[src/rtl/uart_rx_pkg.sv]
package uart_rx_pkg;

  localparam int CHAR_W = 8;

  typedef enum logic [2:0] {
    RX_IDLE,
    RX_START,
    RX_DATA,
    RX_PAR,
    RX_STOP
  } rx_state_e;

  typedef struct packed {
    logic [CHAR_W-1:0] data;
    logic              par_bad;
    logic              stop_bad;
    logic              brk;
  } rx_char_t;

  // number of data bits selected by the two-bit length code
  function automatic logic [3:0] char_bits(input logic [1:0] code);
    return 4'd5 + {2'b00, code};
  endfunction

  // two-of-three vote
  function automatic logic vote3(input logic a, input logic b, input logic c);
    return (a & b) | (a & c) | (b & c);
  endfunction

  // shift register fills from the top; move the character down to bit 0
  function automatic logic [CHAR_W-1:0] right_justify(input logic [CHAR_W-1:0] sr,
                                                      input logic [1:0] code);
    logic [CHAR_W-1:0] r;
    r = sr >> (4'd8 - char_bits(code));
    return r;
  endfunction

  // parity check result: 1 when the received parity bit disagrees
  function automatic logic parity_bad(input logic [CHAR_W-1:0] d, input logic pbit,
                                      input logic even);
    logic ones_odd;
    ones_odd = ^d ^ pbit;
    return even ? ones_odd : ~ones_odd;
  endfunction

endpackage

[src/rtl/uart_rx_sync.sv]
module uart_rx_sync #(
  parameter int STAGES = 2
) (
  input  logic clk,
  input  logic rst_n,
  input  logic din,
  output logic dout
);

  logic [STAGES-1:0] chain;

  generate
    for (genvar g = 0; g < STAGES; g++) begin : g_stage
      if (g == 0) begin : g_first
        always_ff @(posedge clk or negedge rst_n) begin
          if (!rst_n) chain[0] <= 1'b1;
          else        chain[0] <= din;
        end
      end else begin : g_next
        always_ff @(posedge clk or negedge rst_n) begin
          if (!rst_n) chain[g] <= 1'b1;
          else        chain[g] <= chain[g-1];
        end
      end
    end
  endgenerate

  assign dout = chain[STAGES-1];

endmodule

[src/rtl/uart_rx_fsm.sv]
module uart_rx_fsm
  import uart_rx_pkg::*;
#(
  parameter int OSR = 16
) (
  input  logic       clk,
  input  logic       rst_n,
  input  logic       tick,
  input  logic       line,
  input  logic [1:0] cfg_len,
  input  logic       cfg_par_en,
  input  logic       cfg_par_even,
  output logic       load,
  output rx_char_t   char_out,
  output logic       busy
);

  localparam int CNT_W   = $clog2(OSR);
  localparam int MID     = OSR / 2;
  localparam logic [CNT_W-1:0] S_A  = CNT_W'(MID - 1);
  localparam logic [CNT_W-1:0] S_B  = CNT_W'(MID);
  localparam logic [CNT_W-1:0] S_C  = CNT_W'(MID + 1);
  localparam logic [CNT_W-1:0] LAST = CNT_W'(OSR - 1);

  rx_state_e          state_q;
  logic [CNT_W-1:0]   cnt_q;
  logic [2:0]         idx_q;
  logic [CHAR_W-1:0]  sr_q;
  logic               va_q, vb_q;
  logic               prev_q;
  logic               zeros_q;
  logic               pbit_q;
  logic               load_q;
  rx_char_t           char_q;

  // named internal events
  logic start_edge;
  logic decide;
  logic cell_end;
  logic bit_val;
  logic last_data;
  logic [CHAR_W-1:0] aligned;

  assign start_edge = tick && (state_q == RX_IDLE) && prev_q && !line;
  assign decide     = tick && (state_q != RX_IDLE) && (cnt_q == S_C);
  assign cell_end   = tick && (state_q != RX_IDLE) && (cnt_q == LAST);
  assign bit_val    = vote3(va_q, vb_q, line);
  assign last_data  = ({1'b0, idx_q} == char_bits(cfg_len) - 4'd1);
  assign aligned    = right_justify(sr_q, cfg_len);

  always_ff @(posedge clk or negedge rst_n) begin
    if (!rst_n) begin
      state_q <= RX_IDLE;
      cnt_q   <= '0;
      idx_q   <= '0;
      sr_q    <= '0;
      va_q    <= 1'b1;
      vb_q    <= 1'b1;
      prev_q  <= 1'b1;
      zeros_q <= 1'b0;
      pbit_q  <= 1'b0;
      load_q  <= 1'b0;
      char_q  <= '0;
    end else begin
      load_q <= 1'b0;
      if (state_q == RX_IDLE) begin
        if (tick) begin
          prev_q <= line;
          if (start_edge) begin
            state_q <= RX_START;
            cnt_q   <= CNT_W'(1);
            idx_q   <= '0;
            zeros_q <= 1'b1;
          end
        end
      end else if (tick) begin
        cnt_q <= cnt_q + 1'b1;
        if (cnt_q == S_A) va_q <= line;
        if (cnt_q == S_B) vb_q <= line;
        if (decide) begin
          unique case (state_q)
            RX_START: begin
              if (bit_val) begin
                state_q <= RX_IDLE;
                prev_q  <= line;
              end
            end
            RX_DATA: begin
              sr_q    <= {bit_val, sr_q[CHAR_W-1:1]};
              zeros_q <= zeros_q & ~bit_val;
            end
            RX_PAR: begin
              pbit_q  <= bit_val;
              zeros_q <= zeros_q & ~bit_val;
            end
            RX_STOP: begin
              load_q          <= 1'b1;
              char_q.data     <= aligned;
              char_q.par_bad  <= cfg_par_en && parity_bad(aligned, pbit_q, cfg_par_even);
              char_q.stop_bad <= ~bit_val;
              char_q.brk      <= zeros_q & ~bit_val;
              state_q         <= RX_IDLE;
              prev_q          <= line;
            end
            default: ;
          endcase
        end
        if (cell_end) begin
          unique case (state_q)
            RX_START: begin
              state_q <= RX_DATA;
              idx_q   <= '0;
            end
            RX_DATA: begin
              if (last_data) state_q <= cfg_par_en ? RX_PAR : RX_STOP;
              else           idx_q   <= idx_q + 1'b1;
            end
            RX_PAR:  state_q <= RX_STOP;
            default: ;
          endcase
        end
      end
    end
  end

  assign load     = load_q;
  assign char_out = char_q;
  assign busy     = (state_q != RX_IDLE);

  // leaving idle happens only on a pulse with the line low
  a_r1_start_on_low_tick: assert property (@(posedge clk) disable iff (!rst_n)
    $rose(busy) |-> ($past(tick) && !$past(line)));

  // bit-position counter only moves on enable pulses
  a_r2_count_on_tick: assert property (@(posedge clk) disable iff (!rst_n)
    (busy && !tick) |=> $stable(cnt_q));

  // a start cell never yields a character
  a_r3_start_no_load: assert property (@(posedge clk) disable iff (!rst_n)
    (state_q == RX_START) |=> !load);

  // a completion is a single-cycle pulse
  a_r9_load_single: assert property (@(posedge clk) disable iff (!rst_n)
    load |=> !load);

endmodule

[src/rtl/uart_rx_hold.sv]
module uart_rx_hold
  import uart_rx_pkg::*;
(
  input  logic              clk,
  input  logic              rst_n,
  input  logic              load,
  input  rx_char_t          char_in,
  input  logic              rd_data,
  input  logic              rd_status,
  output logic [CHAR_W-1:0] byte_q,
  output logic              ready_q,
  output logic              pe_q,
  output logic              fe_q,
  output logic              oe_q,
  output logic              bi_q
);

  logic lost;
  assign lost = load && ready_q && !rd_data;

  always_ff @(posedge clk or negedge rst_n) begin
    if (!rst_n) begin
      byte_q  <= '0;
      ready_q <= 1'b0;
      pe_q    <= 1'b0;
      fe_q    <= 1'b0;
      oe_q    <= 1'b0;
      bi_q    <= 1'b0;
    end else begin
      if (load) begin
        byte_q  <= char_in.data;
        ready_q <= 1'b1;
      end else if (rd_data) begin
        ready_q <= 1'b0;
      end
      if (load) begin
        pe_q <= (pe_q & ~rd_status) | char_in.par_bad;
        fe_q <= (fe_q & ~rd_status) | char_in.stop_bad;
        bi_q <= (bi_q & ~rd_status) | char_in.brk;
        oe_q <= (oe_q & ~rd_status) | lost;
      end else if (rd_status) begin
        pe_q <= 1'b0;
        fe_q <= 1'b0;
        bi_q <= 1'b0;
        oe_q <= 1'b0;
      end
    end
  end

  // a completed character always leaves data waiting
  a_r9_ready_after_load: assert property (@(posedge clk) disable iff (!rst_n)
    load |=> ready_q);

  // overwriting unread data raises the overrun flag
  a_r10_overrun_set: assert property (@(posedge clk) disable iff (!rst_n)
    (load && ready_q && !rd_data) |=> oe_q);

  // a status read with no completion clears every error flag
  a_r11_status_clear: assert property (@(posedge clk) disable iff (!rst_n)
    (rd_status && !load) |=> !(pe_q || fe_q || oe_q || bi_q));

  // break implies framing fault
  a_r8_break_has_framing: assert property (@(posedge clk) disable iff (!rst_n)
    bi_q |-> fe_q);

endmodule

[src/rtl/uart_rx_core.sv]
module uart_rx_core
  import uart_rx_pkg::*;
#(
  parameter int OSR         = 16,
  parameter int SYNC_STAGES = 2
) (
  input  logic       clk,
  input  logic       rst_n,
  input  logic       rx_serial,
  input  logic       os_tick,
  input  logic [1:0] cfg_len,
  input  logic       cfg_par_en,
  input  logic       cfg_par_even,
  input  logic       rd_data_strobe,
  input  logic       rd_status_strobe,
  output logic [7:0] rx_byte,
  output logic       data_ready,
  output logic       parity_err,
  output logic       framing_err,
  output logic       overrun_err,
  output logic       break_det
);

  logic     line_s;
  logic     char_load;
  logic     rx_busy;
  rx_char_t char_w;

  uart_rx_sync #(.STAGES(SYNC_STAGES)) i_sync (
    .clk  (clk),
    .rst_n(rst_n),
    .din  (rx_serial),
    .dout (line_s)
  );

  uart_rx_fsm #(.OSR(OSR)) i_fsm (
    .clk         (clk),
    .rst_n       (rst_n),
    .tick        (os_tick),
    .line        (line_s),
    .cfg_len     (cfg_len),
    .cfg_par_en  (cfg_par_en),
    .cfg_par_even(cfg_par_even),
    .load        (char_load),
    .char_out    (char_w),
    .busy        (rx_busy)
  );

  uart_rx_hold i_hold (
    .clk      (clk),
    .rst_n    (rst_n),
    .load     (char_load),
    .char_in  (char_w),
    .rd_data  (rd_data_strobe),
    .rd_status(rd_status_strobe),
    .byte_q   (rx_byte),
    .ready_q  (data_ready),
    .pe_q     (parity_err),
    .fe_q     (framing_err),
    .oe_q     (overrun_err),
    .bi_q     (break_det)
  );

  // nothing is reported while the receiver has never completed a frame
  a_r12_idle_after_reset: assert property (@(posedge clk) disable iff (!rst_n)
    $rose(data_ready) |-> $past(char_load));

endmodule

[config.mk]
export PLATFORM = sky130hd
export DESIGN_NAME = uart_rx_core
export DESIGN_NICKNAME = d
export VERILOG_FILES = /design/src/rtl/uart_rx_pkg.sv /design/src/rtl/uart_rx_sync.sv /design/src/rtl/uart_rx_fsm.sv /design/src/rtl/uart_rx_hold.sv /design/src/rtl/uart_rx_core.sv
export SDC_FILE = /design/constraint.sdc
export NUM_CORES = 1
export LEC_CHECK = 0
export BUFFER_PORTS_ARGS = -buffer_cell sky130_fd_sc_hd__buf_4
export CORE_MARGIN = 5
export CORE_UTILIZATION = 63
export CTS_CLUSTER_DIAMETER = 50
export DETAILED_ROUTE_END_ITERATION = 10
export GPL_TIMING_DRIVEN = 0
export MAX_ROUTING_LAYER = met4
export PLACE_DENSITY = 0.92
export SLEW_MARGIN = 5
export SYNTH_ARGS = -nofsm -noshare
export SYNTH_HDL_FRONTEND = slang
export SYNTH_SLANG_ARGS = --single-unit
[constraint.sdc]
create_clock -name clk -period 2.6 [get_ports clk]
set_input_delay 0.13 -clock clk [delete_from_list [all_inputs] [get_ports clk]]
set_output_delay 0.13 -clock clk [all_outputs]
set_load 0.02 [all_outputs]
# Word level (Yosys, flattened, before mapping)
# Cells that the tools add are included.
# op_classes
n_addsub	5
muxes	46
magnitude_cmp	0
div_mod_pow	0
n_reduce_logical	31
mul	0
bitwise	19
shifts	1
eq_ne	12
# op_table
op	n
3-bit two-way mux	15
1-bit two-way mux	23
4-bit AND reduction	5
4-bit two-way mux	4
4-bit equality test, second input constant	3
3-bit one-hot mux with 2 select lines	2
2-bit nonzero test	5
1-bit logical AND	9
3-bit one-hot mux with 3 select lines	1
3-bit nonzero test	3
1-bit bitwise AND	8
8-bit parity	1
8-bit by 4-bit right shift with 8-bit output	1
3-bit by 2-bit equality test with 1-bit output, second input constant	2
1-bit bitwise OR	6
3-bit AND reduction	2
5-bit AND reduction	1
3-bit by 2-bit adder with 4-bit output, first input constant	1
4-bit by 1-bit adder with 4-bit output, second input constant	1
3-bit by 4-bit equality test with 1-bit output	1
4-bit by 3-bit equality test with 1-bit output, second input constant	1
1-bit inverter	4
4-bit by 1-bit subtractor with 4-bit output, second input constant	1
4-bit subtractor, first input constant	1
12 further kinds	13
# totals
ramBits	0
latch_bits	0
memories	0
inputBits	10
rom_bits	0
elab_cells	136
reg_bits	50

# Logic depth before layout (Yosys ltp)
# logic_depth
ltp_word	11
mapped_depth	8

# By module
# A second synthesis with hierarchy kept.
# hier_totals
hier_cells	231
hier_area_um2	2532.4
# modules_own_cells
mod	area_each_um2	cells_per_inst	seq_area_each_um2	n_inst
uart_rx_fsm	1978.1	200	879.6	1
uart_rx_hold	501.7	29	325.3	1
uart_rx_sync	52.6	2	52.6	1

# Worst setup path after synthesis
# OpenSTA, ideal clock, no wires.
# synth_path
path_kind	reg-to-reg
start	reg i_fsm.state_q[0]
end	reg i_fsm.sr_q[0]
required_time_ns	2.475
setup_ns	0.125
arrival_time_ns	1.571
synth_period_minus_slack_ns	1.696
slack_ns	0.904
stages_incl_launch_ff	6
cell_sequence	dfrtp_1 > o31ai_4 > nor3_4 > and3_1 > buf_4 > mux2_4
# synth_via
elab_chain_len	4
elab_cells_between_ends	7
cone_classes	eq/ne (1); bitwise (1); reduce/logical (5)
# synth_lines
item	line_no	source
start: declaration	uart_rx_fsm.sv:25	rx_state_e state_q;
start signal: assignment	uart_rx_fsm.sv:115	if (last_data) state_q <= cfg_par_en ? RX_PAR : RX_STOP;
3-bit nonzero test	uart_rx_fsm.sv:45	assign decide = tick && (state_q != RX_IDLE) && (cnt_q == S_C);
1-bit logical AND (2 in a row)	uart_rx_fsm.sv:45	
4-bit AND reduction (no line) (*)	n/a	
end signal: assignment	uart_rx_fsm.sv:89	sr_q <= {bit_val, sr_q[CHAR_W-1:1]};
end: declaration	uart_rx_fsm.sv:28	logic [CHAR_W-1:0] sr_q;
# Every way passes the cells marked *; elsewhere a longest branch is shown, timed or not.
# A chain may end at the register's enable or synchronous reset.

# Final worst setup path
# layout_path
start	reg i_fsm.cnt_q[0]
end	reg i_fsm.idx_q[0]
# layout_via
elab_chain_len	4
# layout_lines
item	line_no	source
start: declaration	uart_rx_fsm.sv:26	logic [CNT_W-1:0] cnt_q;
start signal: assignment	uart_rx_fsm.sv:77	cnt_q <= cnt_q + 1'b1;
4-bit equality test	uart_rx_fsm.sv:46	assign cell_end = tick && (state_q != RX_IDLE) && (cnt_q == LAST);
1-bit logical AND	uart_rx_fsm.sv:46	
2-bit nonzero test (no line)	n/a	
5-bit AND reduction (no line)	n/a	
end signal: assignment	uart_rx_fsm.sv:116	else idx_q <= idx_q + 1'b1;
end: declaration	uart_rx_fsm.sv:27	logic [2:0] idx_q;
# Every way passes these cells.

==> Implementation_results.wiki <==
{| class="wikitable"
! Metric !! Value
|-
| Post-synth ARST share || 100.0%
|-
| TritonCTS clock tree || done
|-
| Maximum ir drop on the vdd rail || 0.0003858 V
|-
| Final clock skew || 0.005122 ns
|-
| Post-Synthesis Net Count || 247
|-
| Main combinational cell family by area after synthesis || simple AND/OR/NAND/NOR gates
|-
| Cell with the most instances after synthesis || sky130_fd_sc_hd__dfrtp_1
|-
| Post-synth top cells || sky130_fd_sc_hd__dfrtp_1 (45), sky130_fd_sc_hd__nand2_1 (37), sky130_fd_sc_hd__o21ai_1 (14), sky130_fd_sc_hd__inv_1 (9), sky130_fd_sc_hd__mux2_1 (9)
|-
| Maximum buffer depth of the clock tree || 2
|-
| Class of the most critical setup path || register to register
|-
| Clk slew on worst S/H paths || about 0.090 ns
|-
| Number of non-filler instances in the completed layout || 313
|-
| Placer Congestion || 0.8770
|-
| Share of the synthesized netlist area taken by xor and xnor gates || around 4.3%
|-
| Multiplexer fraction of the synthesized cell area || 13.02%
|-
| Total number of H-tree levels || 2
|-
| Pin count of the biggest net entering global routing || between 50 and 60
|-
| Count of final max-slew check failures || 0
|-
| Mean area per synthesized cell || 10.93 sq um
|-
| Die area || ~0.0054 sq mm
|-
| Area growth from synthesis to final layout || 13.56%
|-
| Number of violations reported at the end of detailed-routing iteration 0 || 177
|-
| Overall routed net length || 5435 um
|-
| Vertical die dimension || 73.59 um
|-
| Syn Std Cell Area || around 0.0025 sq mm
|-
| Max Freq || 0.5126 GHz
|-
| Number of enable-type register cells in the synthesized netlist || 0
|-
| RSZ-0062 raised after global routing || false
|-
| Worst slew pin tran || a little over 0.6 ns
|-
| Total setup violations reported at the end of the flow || 0
|-
| Number of global-route vias before repair || 1,997
|-
| Skew-Pair Late Insertion Delay || 0.31 ns
|-
| Power per cell area || 715.6 mW/mm^2
|-
| Register bit count reported by yosys || 50
|-
| Share of final-layout standard cells stronger than drive strength 1 || 21.67%
|-
| Compound-gate portion of the synthesized area || 12.48%
|-
| Final sum of negative setup slack || 0 ns
|-
| Post-layout util || 72.84%
|-
| Synth Flop Type || sky130_fd_sc_hd__dfrtp_1
|-
| Remaining max-slew budget at the tightest pin || just under 60%
|-
| Placed wire-length estimate after detailed placement || ~3700 um
|-
| First-pass GRT wire length || 9287 um
|-
| Final worst hold slack || ~0.12 ns
|-
| Input/output buffers || 20
|-
| Total of max-cap violations || 0
|-
| Arr. time, crit path || 2.14 ns
|-
| Leakage || around 1.4 nW
|-
| Setup slack of the most critical reg-to-reg path || 0.65 ns
|-
| Largest stage delay on the critical path || between 0.4 and 0.5 ns
|-
| Sequential-to-total area share from yosys stat || roughly half
|-
| Initial antenna violation count || 0
|-
| Drc violations || 0
|-
| Final routed wire length divided by cell count || 17.36 um
|-
| R2R cell count || 5
|-
| Post-synth top area share || 44.20%
|-
| Total power of the final layout || 2.070 mW
|-
| Worst path bufs/invs || 0
|-
| Number of instances on the worst hold path || 3
|-
| Initial core utilization || about 64%
|-
| Crit-path leading delay family || compound AO/OA/AOI/OAI gates
|-
| DRT antenna net count || 0
|-
| Adder and majority cell fraction of the synthesized area || 2.358%
|-
| IO Pins || 23
|-
| Class of the tightest hold or removal check || input port to register
|-
| Status || finished clean
|-
| Crit path capture type || register
|-
| Vias per Instance || a little over 6
|-
| Synthesized instance count || around 230
|-
| Post-synth top area cell || sky130_fd_sc_hd__dfrtp_1
|-
| Residual overflow from global routing || 0
|-
| Antenna fix cells || 0
|-
| Core Area || about 0.0040 sq mm
|-
| Inserted Clock Buffers || 5
|-
| Placement row count || 23
|-
| Detailed-route via count || between 1.5k and 2k
|-
| Kind of start point of the critical path || register
|-
| Data required time at the worst endpoint || 2.79 ns
|-
| Post-layout minimum cycle time || 1.951 ns
|-
| Fin nets || 276
|-
| Number of different library cells in the post-synthesis netlist || 50
|-
| Share of the cycle needed by the critical path after routing || 75.03%
|-
| Sinks on Clock Net || 50
|-
| Root Buffer || sky130_fd_sc_hd__clkbuf_8
|-
| Hold violation count in the final report || 0
|-
| Overall global routing resource usage || between 20% and 30%
|-
| Length of the first detailed-routing pass in iterations || 4
|-
| Area fraction in and, or, nand and nor cells after synthesis || 14.39%
|-
| Library cell contributing the largest single delay on the critical path || sky130_fd_sc_hd__dfrtp_1
|-
| Horiz. Die Dim || 73.59 um
|-
| Worst-path maximum fanout || 6
|-
| Yosys warnings || 0
|-
| CP Cell Sequence || ha_1 -> nand3_1 -> a311oi_1 -> o311a_1 -> mux2_1
|-
| Cell count along the critical path || 5
|-
| Number of instances in the placed design || 303
|-
| Largest cells by area after synthesis || sky130_fd_sc_hd__dfrtp_1 (44%), sky130_fd_sc_hd__nand2_1 (5.5%), sky130_fd_sc_hd__dfstp_2 (5.2%)
|}
==> path summary, 6_finish.rpt <==
| kind | start | end |
|---|---|---|
| worst max register to register | i_fsm.cnt_q[0]$_DFFE_PN0P_ | i_fsm.idx_q[0]$_DFFE_PN0P_ |
| max in group asynchronous | rst_n | i_hold.ready_q$_DFFE_PN0P_ |
| worst max-delay path | i_fsm.cnt_q[0]$_DFFE_PN0P_ | i_fsm.idx_q[0]$_DFFE_PN0P_ |
| worst min-delay path | cfg_par_en | i_fsm.char_out[2]$_DFFE_PN0P_ |
| min in group asynchronous | rst_n | i_fsm.idx_q[2]$_DFFE_PN0P_ |
| worst min register to register | i_sync.chain[0]$_DFF_PN1_ | i_sync.dout$_DFF_PN1_ |
==> power breakdown <==
group | switching, mW | internal, mW | total, mW
combinational | 0.303 | 0.201 | 0.504
sequential | 0.115 | 0.896 | 1.01
clock | 0.266 | 0.289 | 0.554
total | 0.684 | 1.39 | 2.07
==> placed cells by master (no fill, tap or decap), types with 6 or more instances in the layout <==
cell	count
sky130_fd_sc_hd__dfrtp_1	45
sky130_fd_sc_hd__buf_4	22
sky130_fd_sc_hd__inv_1	9
sky130_fd_sc_hd__mux2_4	6
sky130_fd_sc_hd__o21ai_1	14
sky130_fd_sc_hd__nand3_1	8
sky130_fd_sc_hd__o21ai_0	7
sky130_fd_sc_hd__nand2_1	37
sky130_fd_sc_hd__nor2_1	8
sky130_fd_sc_hd__xnor2_1	8
sky130_fd_sc_hd__mux2_1	9
==> metrics by stage <==
stage / worst slack [ns] / cell area (sq um)
floorplan: 0.9035 / 2547
global placement: 0.7441 / 2760
detailed placement: 0.6850 / 2760
CTS: 0.6597 / 2893
global route: 0.5344 / 2893
finish: 0.6491 / 2893
==> per-layer routing <==
metal	vias to the layer above	global-route usage (%)	routed length [um]
li1	875	-	-
met1	943	26.22	2174
met5	-	-	0
met2	69	39.67	2824
met3	14	5.609	303
met4	0	9.256	133
==> layout make-up <==
class	instances	area, sq um
clock buffers	5	68.82
flip-flops and latches	50	1257
inverters	10	37.54
fillers	268	1079
multi-input cells	162	1186
plain buffers	11	66.31
repair buffers	22	170.2
well taps	50	62.56
clock inverters	3	43.79
==> logic make-up (layout without fill, tap and decap cells) <==
group	after synthesis	after routing
AOI/OAI and AO/OA	46	46
xor gates and xnor gates	11	11
adders and majority gates	5	5
buffers and inverters	21	51
DFF	50	50
muxes	26	26
and+or+nand+nor	74	74
==> flip-flops by register name, indices dropped and copies added, names as in the netlist, 3 cells and up <==
| register | flops |
|---|---|
| i_fsm.char_out | 11 |
| i_fsm.cnt_q | 4 |
| i_fsm.idx_q | 3 |
| i_fsm.sr_q | 8 |
| i_fsm.state_q | 3 |
| i_hold.byte_q | 8 |
==> worst min-delay path, delay by kind of cell <==
kind            cells  cell delay, ns
buf+inv             1            0.12
simple gates        1            0.07
compound gates      1            0.07
==> what timing repair did <==
item	CTS	global route
hold endpoints to repair	46	0
gates resized for setup	0	0
setup buffers	0	0
hold buffers	2	0
(Power assumes the default switching activity.)
